## src/rtl/eow_pkg.sv

```systemverilog
package eow_pkg;

  typedef enum logic [1:0] {
    PH_READY  = 2'd0,
    PH_WRITE  = 2'd1,
    PH_ERASE  = 2'd2,
    PH_SETTLE = 2'd3
  } eow_phase_e;

  localparam logic [5:0] SETTLE_MASK = 6'h3F;

  // Byte returned while a write cycle is running.
  function automatic logic [7:0] write_status(input logic [7:0] last,
                                              input logic [7:0] arr,
                                              input logic       tgl);
    return {~last[7], tgl, arr[5:0]};
  endfunction

  // Byte returned while an erase cycle is running.
  function automatic logic [7:0] erase_status(input logic [7:0] arr,
                                              input logic       tgl);
    return {1'b0, tgl, arr[5:0]};
  endfunction

  // Byte returned inside the settle window.
  function automatic logic [7:0] settle_pattern(input logic       true_b7,
                                                input logic [7:0] arr);
    return {true_b7, arr[6], arr[5:0] ^ SETTLE_MASK};
  endfunction

endpackage

```

## src/rtl/eow_phase_tracker.sv

```systemverilog
module eow_phase_tracker
  import eow_pkg::*;
#(
  parameter int SETTLE_CYC = 4
) (
  input  logic       clk,
  input  logic       rst_n,
  input  logic       busy,
  input  logic       erase,
  output eow_phase_e phase,
  output logic       was_erase,
  output logic       start_evt
);
  localparam int CW = $clog2(SETTLE_CYC + 1);
  localparam logic [CW-1:0] CNT_LOAD = CW'(SETTLE_CYC - 1);

  logic          busy_q;
  logic [CW-1:0] cnt_q;

  assign start_evt = busy && !busy_q;

  always_ff @(posedge clk or negedge rst_n) begin
    if (!rst_n) begin
      busy_q    <= 1'b0;
      phase     <= PH_READY;
      cnt_q     <= '0;
      was_erase <= 1'b0;
    end else begin
      busy_q <= busy;
      if (start_evt) begin
        phase     <= erase ? PH_ERASE : PH_WRITE;
        was_erase <= erase;
        cnt_q     <= '0;
      end else begin
        unique case (phase)
          PH_WRITE, PH_ERASE: if (!busy) begin
            phase <= PH_SETTLE;
            cnt_q <= CNT_LOAD;
          end
          PH_SETTLE: begin
            if (cnt_q == '0) phase <= PH_READY;
            else             cnt_q <= cnt_q - 1'b1;
          end
          default: phase <= PH_READY;
        endcase
      end
    end
  end

  AST_WRITE_ON_RISE: assert property (@(posedge clk) disable iff (!rst_n)
    (start_evt && !erase) |=> (phase == PH_WRITE));
  AST_ERASE_ON_RISE: assert property (@(posedge clk) disable iff (!rst_n)
    (start_evt && erase) |=> (phase == PH_ERASE));
  AST_SETTLE_END: assert property (@(posedge clk) disable iff (!rst_n)
    (phase == PH_SETTLE && cnt_q == '0 && !start_evt) |=> (phase == PH_READY));
  AST_SETTLE_RESTART: assert property (@(posedge clk) disable iff (!rst_n)
    (phase == PH_SETTLE && start_evt) |=> (phase != PH_SETTLE));

endmodule

```

## src/rtl/eow_toggle_gen.sv

```systemverilog
module eow_toggle_gen (
  input  logic clk,
  input  logic rst_n,
  input  logic start_evt,
  input  logic in_cycle,
  input  logic rd_en,
  output logic tgl_q
);
  logic rd_en_q;
  logic read_done;

  assign read_done = rd_en_q && !rd_en;

  always_ff @(posedge clk or negedge rst_n) begin
    if (!rst_n) begin
      rd_en_q <= 1'b0;
      tgl_q   <= 1'b1;
    end else begin
      rd_en_q <= rd_en;
      if (start_evt)                  tgl_q <= 1'b1;
      else if (in_cycle && read_done) tgl_q <= ~tgl_q;
    end
  end

  AST_TGL_PRESET: assert property (@(posedge clk) disable iff (!rst_n)
    start_evt |=> tgl_q);
  AST_TGL_HELD_READ: assert property (@(posedge clk) disable iff (!rst_n)
    (!start_evt && rd_en_q && rd_en) |=> $stable(tgl_q));

endmodule

```

## src/rtl/eow_bus_mux.sv

```systemverilog
module eow_bus_mux
  import eow_pkg::*;
(
  input  logic       clk,
  input  logic       rst_n,
  input  eow_phase_e phase,
  input  logic       was_erase,
  input  logic       rd_en,
  input  logic       tgl,
  input  logic [7:0] last_byte,
  input  logic [7:0] array_data,
  output logic [7:0] dq_out
);
  logic [7:0] sel_byte;
  logic       true_b7;

  assign true_b7 = was_erase ? array_data[7] : last_byte[7];

  always_comb begin
    unique case (phase)
      PH_WRITE:  sel_byte = write_status(last_byte, array_data, tgl);
      PH_ERASE:  sel_byte = erase_status(array_data, tgl);
      PH_SETTLE: sel_byte = settle_pattern(true_b7, array_data);
      default:   sel_byte = array_data;
    endcase
  end

  assign dq_out = rd_en ? sel_byte : 8'h00;

  AST_IDLE_BUS_ZERO: assert property (@(posedge clk) disable iff (!rst_n)
    !rd_en |-> (dq_out == 8'h00));
  AST_WRITE_B7_INV: assert property (@(posedge clk) disable iff (!rst_n)
    (rd_en && phase == PH_WRITE) |-> (dq_out[7] != last_byte[7]));
  AST_READY_PASS: assert property (@(posedge clk) disable iff (!rst_n)
    (rd_en && phase == PH_READY) |-> (dq_out == array_data));

endmodule

```

## src/rtl/eow_status_reporter.sv

```systemverilog
module eow_status_reporter
  import eow_pkg::*;
#(
  parameter int SETTLE_CYC = 4
) (
  input  logic       clk,
  input  logic       rst_n,
  input  logic       ce_n,
  input  logic       oe_n,
  input  logic       busy,
  input  logic       erase,
  input  logic [7:0] last_byte,
  input  logic [7:0] array_data,
  output logic [7:0] dq_out,
  output logic       dq_oe
);
  eow_phase_e phase;
  logic       was_erase;
  logic       start_evt;
  logic       in_cycle;
  logic       rd_en;
  logic       tgl;

  assign rd_en    = !ce_n && !oe_n;
  assign dq_oe    = rd_en;
  assign in_cycle = (phase == PH_WRITE) || (phase == PH_ERASE);

  eow_phase_tracker #(.SETTLE_CYC(SETTLE_CYC)) phase_i (
    .clk(clk), .rst_n(rst_n), .busy(busy), .erase(erase),
    .phase(phase), .was_erase(was_erase), .start_evt(start_evt)
  );

  eow_toggle_gen toggle_i (
    .clk(clk), .rst_n(rst_n), .start_evt(start_evt),
    .in_cycle(in_cycle), .rd_en(rd_en), .tgl_q(tgl)
  );

  eow_bus_mux mux_i (
    .clk(clk), .rst_n(rst_n), .phase(phase), .was_erase(was_erase),
    .rd_en(rd_en), .tgl(tgl), .last_byte(last_byte),
    .array_data(array_data), .dq_out(dq_out)
  );

  AST_OE_FOLLOWS_PINS: assert property (@(posedge clk) disable iff (!rst_n)
    (ce_n || oe_n) |-> (!dq_oe && dq_out == 8'h00));

endmodule

```

## config.mk

```make
export PLATFORM = sky130hd
export DESIGN_NAME = eow_status_reporter
export DESIGN_NICKNAME = d
export VERILOG_FILES = /design/src/rtl/eow_pkg.sv /design/src/rtl/eow_phase_tracker.sv /design/src/rtl/eow_toggle_gen.sv /design/src/rtl/eow_bus_mux.sv /design/src/rtl/eow_status_reporter.sv
export SDC_FILE = /design/constraint.sdc
export NUM_CORES = 1
export LEC_CHECK = 0
export CAP_MARGIN = 25
export CORE_MARGIN = 10
export CORE_UTILIZATION = 30
export CTS_BUF_LIST = sky130_fd_sc_hd__clkbuf_8
export DETAILED_ROUTE_END_ITERATION = 10
export PLACE_DENSITY = 0.63
export SKIP_CTS_REPAIR_TIMING = 1
export SYNTH_ARGS = -nofsm -noshare
export SYNTH_HDL_FRONTEND = slang
export SYNTH_SLANG_ARGS = --single-unit
```

## constraint.sdc

```tcl
create_clock -name clk -period 1.7 [get_ports clk]
set_input_delay 0.34 -clock clk [delete_from_list [all_inputs] [get_ports clk]]
set_output_delay 0.34 -clock clk [all_outputs]
set_load 0.005 [all_outputs]
```

### Word-level counts from Yosys, hierarchy flattened

Index checks and enable logic that the tools add are counted.

| storage, ports and cells | value |
|---|---|
| flip-flop bits (word level) | 9 |
| bits in latches | 0 |
| bits in writable memories | 0 |
| ROM bits | 0 |
| bits of input ports | 22 |
| output and inout port bits | 9 |
| word-level logic and storage cells | 45 |
| memories kept | 0 |

| cells by class | value |
|---|---|
| $add $sub $neg | 1 |
| multiply operators | 0 |
| div/mod/pow operators | 0 |
| order comparisons | 0 |
| eq/ne operators | 6 |
| shift operators | 0 |
| muxes and demuxes | 14 |
| bitwise gates (word level) | 3 |
| reduce and logical (&&, ||, !) cells | 15 |

Operators with widths:

| cell | number |
|---|---|
| case mux 8 bit (3 select lines) | 1 |
| two-way mux 3 bit | 3 |
| two-way mux 2 bit | 4 |
| two-way mux 8 bit | 1 |
| inequality test 3 bit (second input constant) | 2 |
| NOT 6 bit | 1 |
| case mux 3 bit (2 select lines) | 1 |
| == test 2 bit (second input constant) | 2 |
| logical AND 1 bit | 4 |
| logical NOT 1 bit | 4 |
| case mux 2 bit (2 select lines) | 1 |
| logical NOT 3 bit | 1 |
| two-way mux 1 bit | 3 |
| inequality test 3 x 2 -> 1 bit (second input constant) | 1 |
| AND reduction 3 bit | 1 |
| nonzero test 3 bit | 1 |
| subtractor 3 x 1 -> 3 bit (second input constant) | 1 |
| == test 2 x 1 -> 1 bit (second input constant) | 1 |
| NOT 1 bit | 2 |
| AND reduction 2 bit | 1 |
| nonzero test 2 bit | 1 |
| OR reduction 2 bit | 1 |
| logical OR 1 bit | 1 |

### Depth between registers and ports, before layout

| logic depth | value |
|---|---|
| word-level depth | 7 |
| depth in mapped cells | 7 |
| depth with buffers taken out | 7 |

### Cells and area by module

Synthesis repeated with hierarchy kept, for this count alone.

| second synthesis, totals | value |
|---|---|
| cell total of the unflattened synthesis | 91 |
| area, all modules | 858.3 sq um |

Modules (own cells, without submodules):

| module | times used | cells an instance | area an instance (sq um) |
|---|---|---|---|
| eow_phase_tracker | 1 | 51 | 499.2 |
| eow_bus_mux | 1 | 32 | 255.2 |
| eow_toggle_gen | 1 | 6 | 91.3 |
| eow_status_reporter | 1 | 2 | 12.5 |

### Least setup slack after synthesis

Ideal clock, no wire load.

| path | value |
|---|---|
| path type | flip-flop to output port |
| start | register phase_i.phase[0] |
| end | output dq_out[0] |
| arrival | 1,365 ps |
| data required time | 1,360 ps |
| slack | -5 ps |
| stages on the path, launching flop included | 7 |
| buffers on the path | 1 |
| cell sequence | dfrtp_1 > inv_1 > ha_1 > or3_1 > buf_2 > a21oi_1 > nor2_1 |

| on the way | value |
|---|---|
| cells in the longest elaborated chain, start to end | 3 |
| elaborated cells on any way between the ends | 5 |
| classes of those cells | 3 x eq/ne; 2 x mux |

RTL lines:

| what | line | RTL |
|---|---|---|
| start, declared | eow_phase_tracker.sv:10 | `output eow_phase_e phase,` |
| start signal, assigned | eow_phase_tracker.sv:31 | `phase <= erase ? PH_ERASE : PH_WRITE;` |
| == test 2 bit / == test 2 x 1 -> 1 bit (equally long branches) | eow_bus_mux.sv:20 | `unique case (phase)` |
| case mux 8 bit (3 select lines) * | eow_bus_mux.sv:20 |  |
| two-way mux 8 bit * | eow_bus_mux.sv:28 | `assign dq_out = rd_en ? sel_byte : 8'h00;` |
| end, declared | eow_status_reporter.sv:14 | `output logic [7:0] dq_out,` |

Mark *: on every way between the ends. The rest lies on a longest branch, timed or not.

### Worst setup path in the final report

| path | value |
|---|---|
| start | register phase_i.phase[1] |
| end | output dq_out[4] |

The elaborated chain is that of the path after synthesis.

==> impl_metrics.toml <==
[detailed_routing]
dr_wl_met3_um = 127
wl_um = 1950
vias_per_cell = 4.74
drtPass1Iterations = 2
routed-wl-met2_um = 852
drc_errors = 0
ant_nets = 0
wire_per_inst_um = 13.2
vias = 702
top_layer_used = "met4"
drt_iter0_markers = 30
wl_met1_um = 943

[grt]
grt_pass1_wl_um = 2790
antenna_found_initial = 0
grt_pass1_vias = 630
grt-ovfl-total = 0
globalRouteTotalUtil_pct = 7.99
grt_max_degree = 11

[power_and_ir_drop]
power.total_uw = 1820
leakagePower_uw = 0.000560
p_per_area_mw_per_mm2 = 1620
vdd_ir_drop_max_v = 0.000822

[sta]
fmax_mhz = 486
tightest_slew_ns = 0.402
finalCriticalPeriod_ns = 2.06
final_hold_viol_count = 0
setup_viol = 8
final.setup_skew_ns = 0.00251
slew-limit-headroom_pct = 73.1
rsz0062_at_grt = "yes"
slew_viol_final = 0
min_period_over_period_pct = 121
fin_ws_ns = -0.359

[placed_design]
portBuffers = 23
dp_hpwl_um = 1400
dp_slack_ns = -0.475
placed_cells = 139
place_congestion = 0.754

[finish]
stdcell_count = 148
fin_util_pct = 55.7
n_antenna_cell = 0
layout-drive-gt1-share_pct = 33.1
nFillCells = 198
nets = 151
synthToLayoutAreaGrowth_pct = 69.8

[synth]
postSynthCellCount = 82
muxShareOfSynthArea_pct = 1.51
synth_area_per_cell_um2 = 8.09
synth.cell_area_um2 = 663
synth_top_family_by_area = "simple AND/OR/NAND/NOR gates"
ys_seq_elements = 9
synth_cell_types = 27
synthTopCellsByArea = "dfrtp_1, ha_1, nor2_1"
seq_area_frac_synth_pct = 34.2
synth-xor-area-share_pct = 1.32
synth_fa_ha_area_share_pct = 13.2
syn_nets = 111
synth-edff-count = 0
synthSimpleGateAreaFrac_pct = 22.3
ys.flop_type = "dfrtp_1"
ys_warn_count = 0
async_flop_share_pct = 100
synth_top_area_share_pct = 30.2
yosysTopAreaCell = "dfrtp_1"
synth_compound_area_share_pct = 20.9

[floorplan]
rows = 16
start_util_pct = 32.8
die-area_mm2 = 0.00449
die_h_um = 67.0
die_w_um = 67.0
core-area_mm2 = 0.00202
io_pins = 31

[flow_run]
max_cap_viol_count = 0

[setup_path]
cp_max_fo = 5
arrival_ns = 1.72
cp.required_ns = 1.36
setup.worst_path.end_class = "output port"
start_kind = "register"
crit_type = "register to output port"

[status]
violations = "setup timing"
outcome = "finished, violations left"

[clocking]
clock_path_buffers = 2
cts.sinks = 9
cts_tree = "yes"
cts_buffers = 3
root_buffer = "clkbuf_8"
clk_latency_ns = 0.24
htreeDepth = 1
clk_pin_slew_ns = 0.05

[worst_hold_path]
min_path_type = "input port to asynchronous set/reset pin"
-- cell usage in the layout (no fill, tap or decap), drive strengths merged, types with 2 or more instances in the layout --
| cell type | count |
|---|---|
| buf | 17 |
| nor2 | 14 |
| clkdlybuf4s50 | 13 |
| inv | 10 |
| dfrtp | 8 |
| a21oi | 8 |
| ha | 7 |
| clkbuf | 6 |
| nand2 | 5 |
| dlymetal6s2s | 4 |
| o21ai | 4 |
| o211ai | 3 |
| and2 | 3 |
| o2bb2ai | 3 |
| nand3 | 2 |
| nand2b | 2 |
-- critical path, cell delays in order, from the launching register on --
cell and delay [ns]:
dfrtp_1 0.40, inv_2 0.06, ha_2 0.18, or3_4 0.42, buf_6 0.14, a21oi_2 0.12
nor2_1 0.05, buf_2 0.12
-- area by class of cell --
class / count / area, um2 / share of cell area (%)
clock buffers: 3 / 41.3 / 3.67
clock inverters: 1 / 3.75 / 0.333
inverters: 9 / 33.8 / 3.00
multi-input cells: 62 / 460 / 40.9
flip-flops and latches: 9 / 226 / 20.1
well taps: 27 / 33.8 / 3.00
repair buffers: 37 / 327 / 29.0
-- Yosys cell counts, drive strengths merged (2+ instances only) --
library cell / n
a21oi: 8
o21ai: 4
nand2b: 2
buf: 2
inv: 9
nor2: 14
dfrtp: 8
o2bb2ai: 3
o211ai: 3
nand3: 2
and2: 3
nand2: 5
ha: 7
-- cells by family after synthesis --
kind of cell / after synthesis
simple gates: 31
compound gates: 22
buf+inv: 11
flops: 9
fa+ha+maj: 7
xor+xnor: 1
mux: 1
-- worst paths after layout --
path / cells past startpoint / slack (ns) / startpoint / end
max reg2reg: 6 / 0.15 / phase_i.phase[1]$_DFFE_PN0P_ / phase_i.cnt_q[0]$_DFFE_PN0P_
min in group clk: 3 / 0.43 / oe_n / toggle_i.rd_en_q$_DFF_PN0_
min reg2reg: 1 / 0.48 / phase_i.cnt_q[2]$_DFFE_PN0P_ / phase_i.cnt_q[2]$_DFFE_PN0P_
max: 7 / -0.36 / phase_i.phase[1]$_DFFE_PN0P_ / dq_out[4]
min: 1 / 0.40 / rst_n / phase_i.busy_q$_DFF_PN0_
max in group asynchronous: 1 / 0.98 / rst_n / toggle_i.tgl_q$_DFFE_PN1P_
-- per-stage QoR --
step / area (um2) / TNS, ns / hold slack [ns]
after CTS: 1030 / -5.35 / 0.407
after global routing: 1130 / -2.52 / 0.416
after detailed placement: 987 / -3.70 / 0.482
final: 1130 / -2.06 / 0.399
after floorplan: 666 / 0 / 0.0444
after global placement: 987 / -3.57 / 0.475
-- registers in the layout, summed over array words and instances, names as in the netlist --
name,cells
phase_i.busy_q,1
phase_i.phase,2
toggle_i.tgl_q,1
phase_i.was_erase,1
phase_i.cnt_q,3
toggle_i.rd_en_q,1
-- report_power, final --
| group | total [uW] | internal [uW] | switching (uW) |
|---|---|---|---|
| sequential | 357 | 299 | 58.0 |
| combinational | 1210 | 652 | 562 |
| clock | 249 | 158 | 90.8 |
| total | 1820 | 1110 | 711 |
-- routing by layer --
| metal | global-route usage, % | up-vias |
|---|---|---|
| met4 | 4.62 | 0 |
| met3 | 2.84 | 4 |
| met1 | 9.55 | 314 |
| met5 | 0 | - |
| met2 | 12.0 | 25 |
| li1 | - | 359 |
Power figures use the tool's default switching activity.
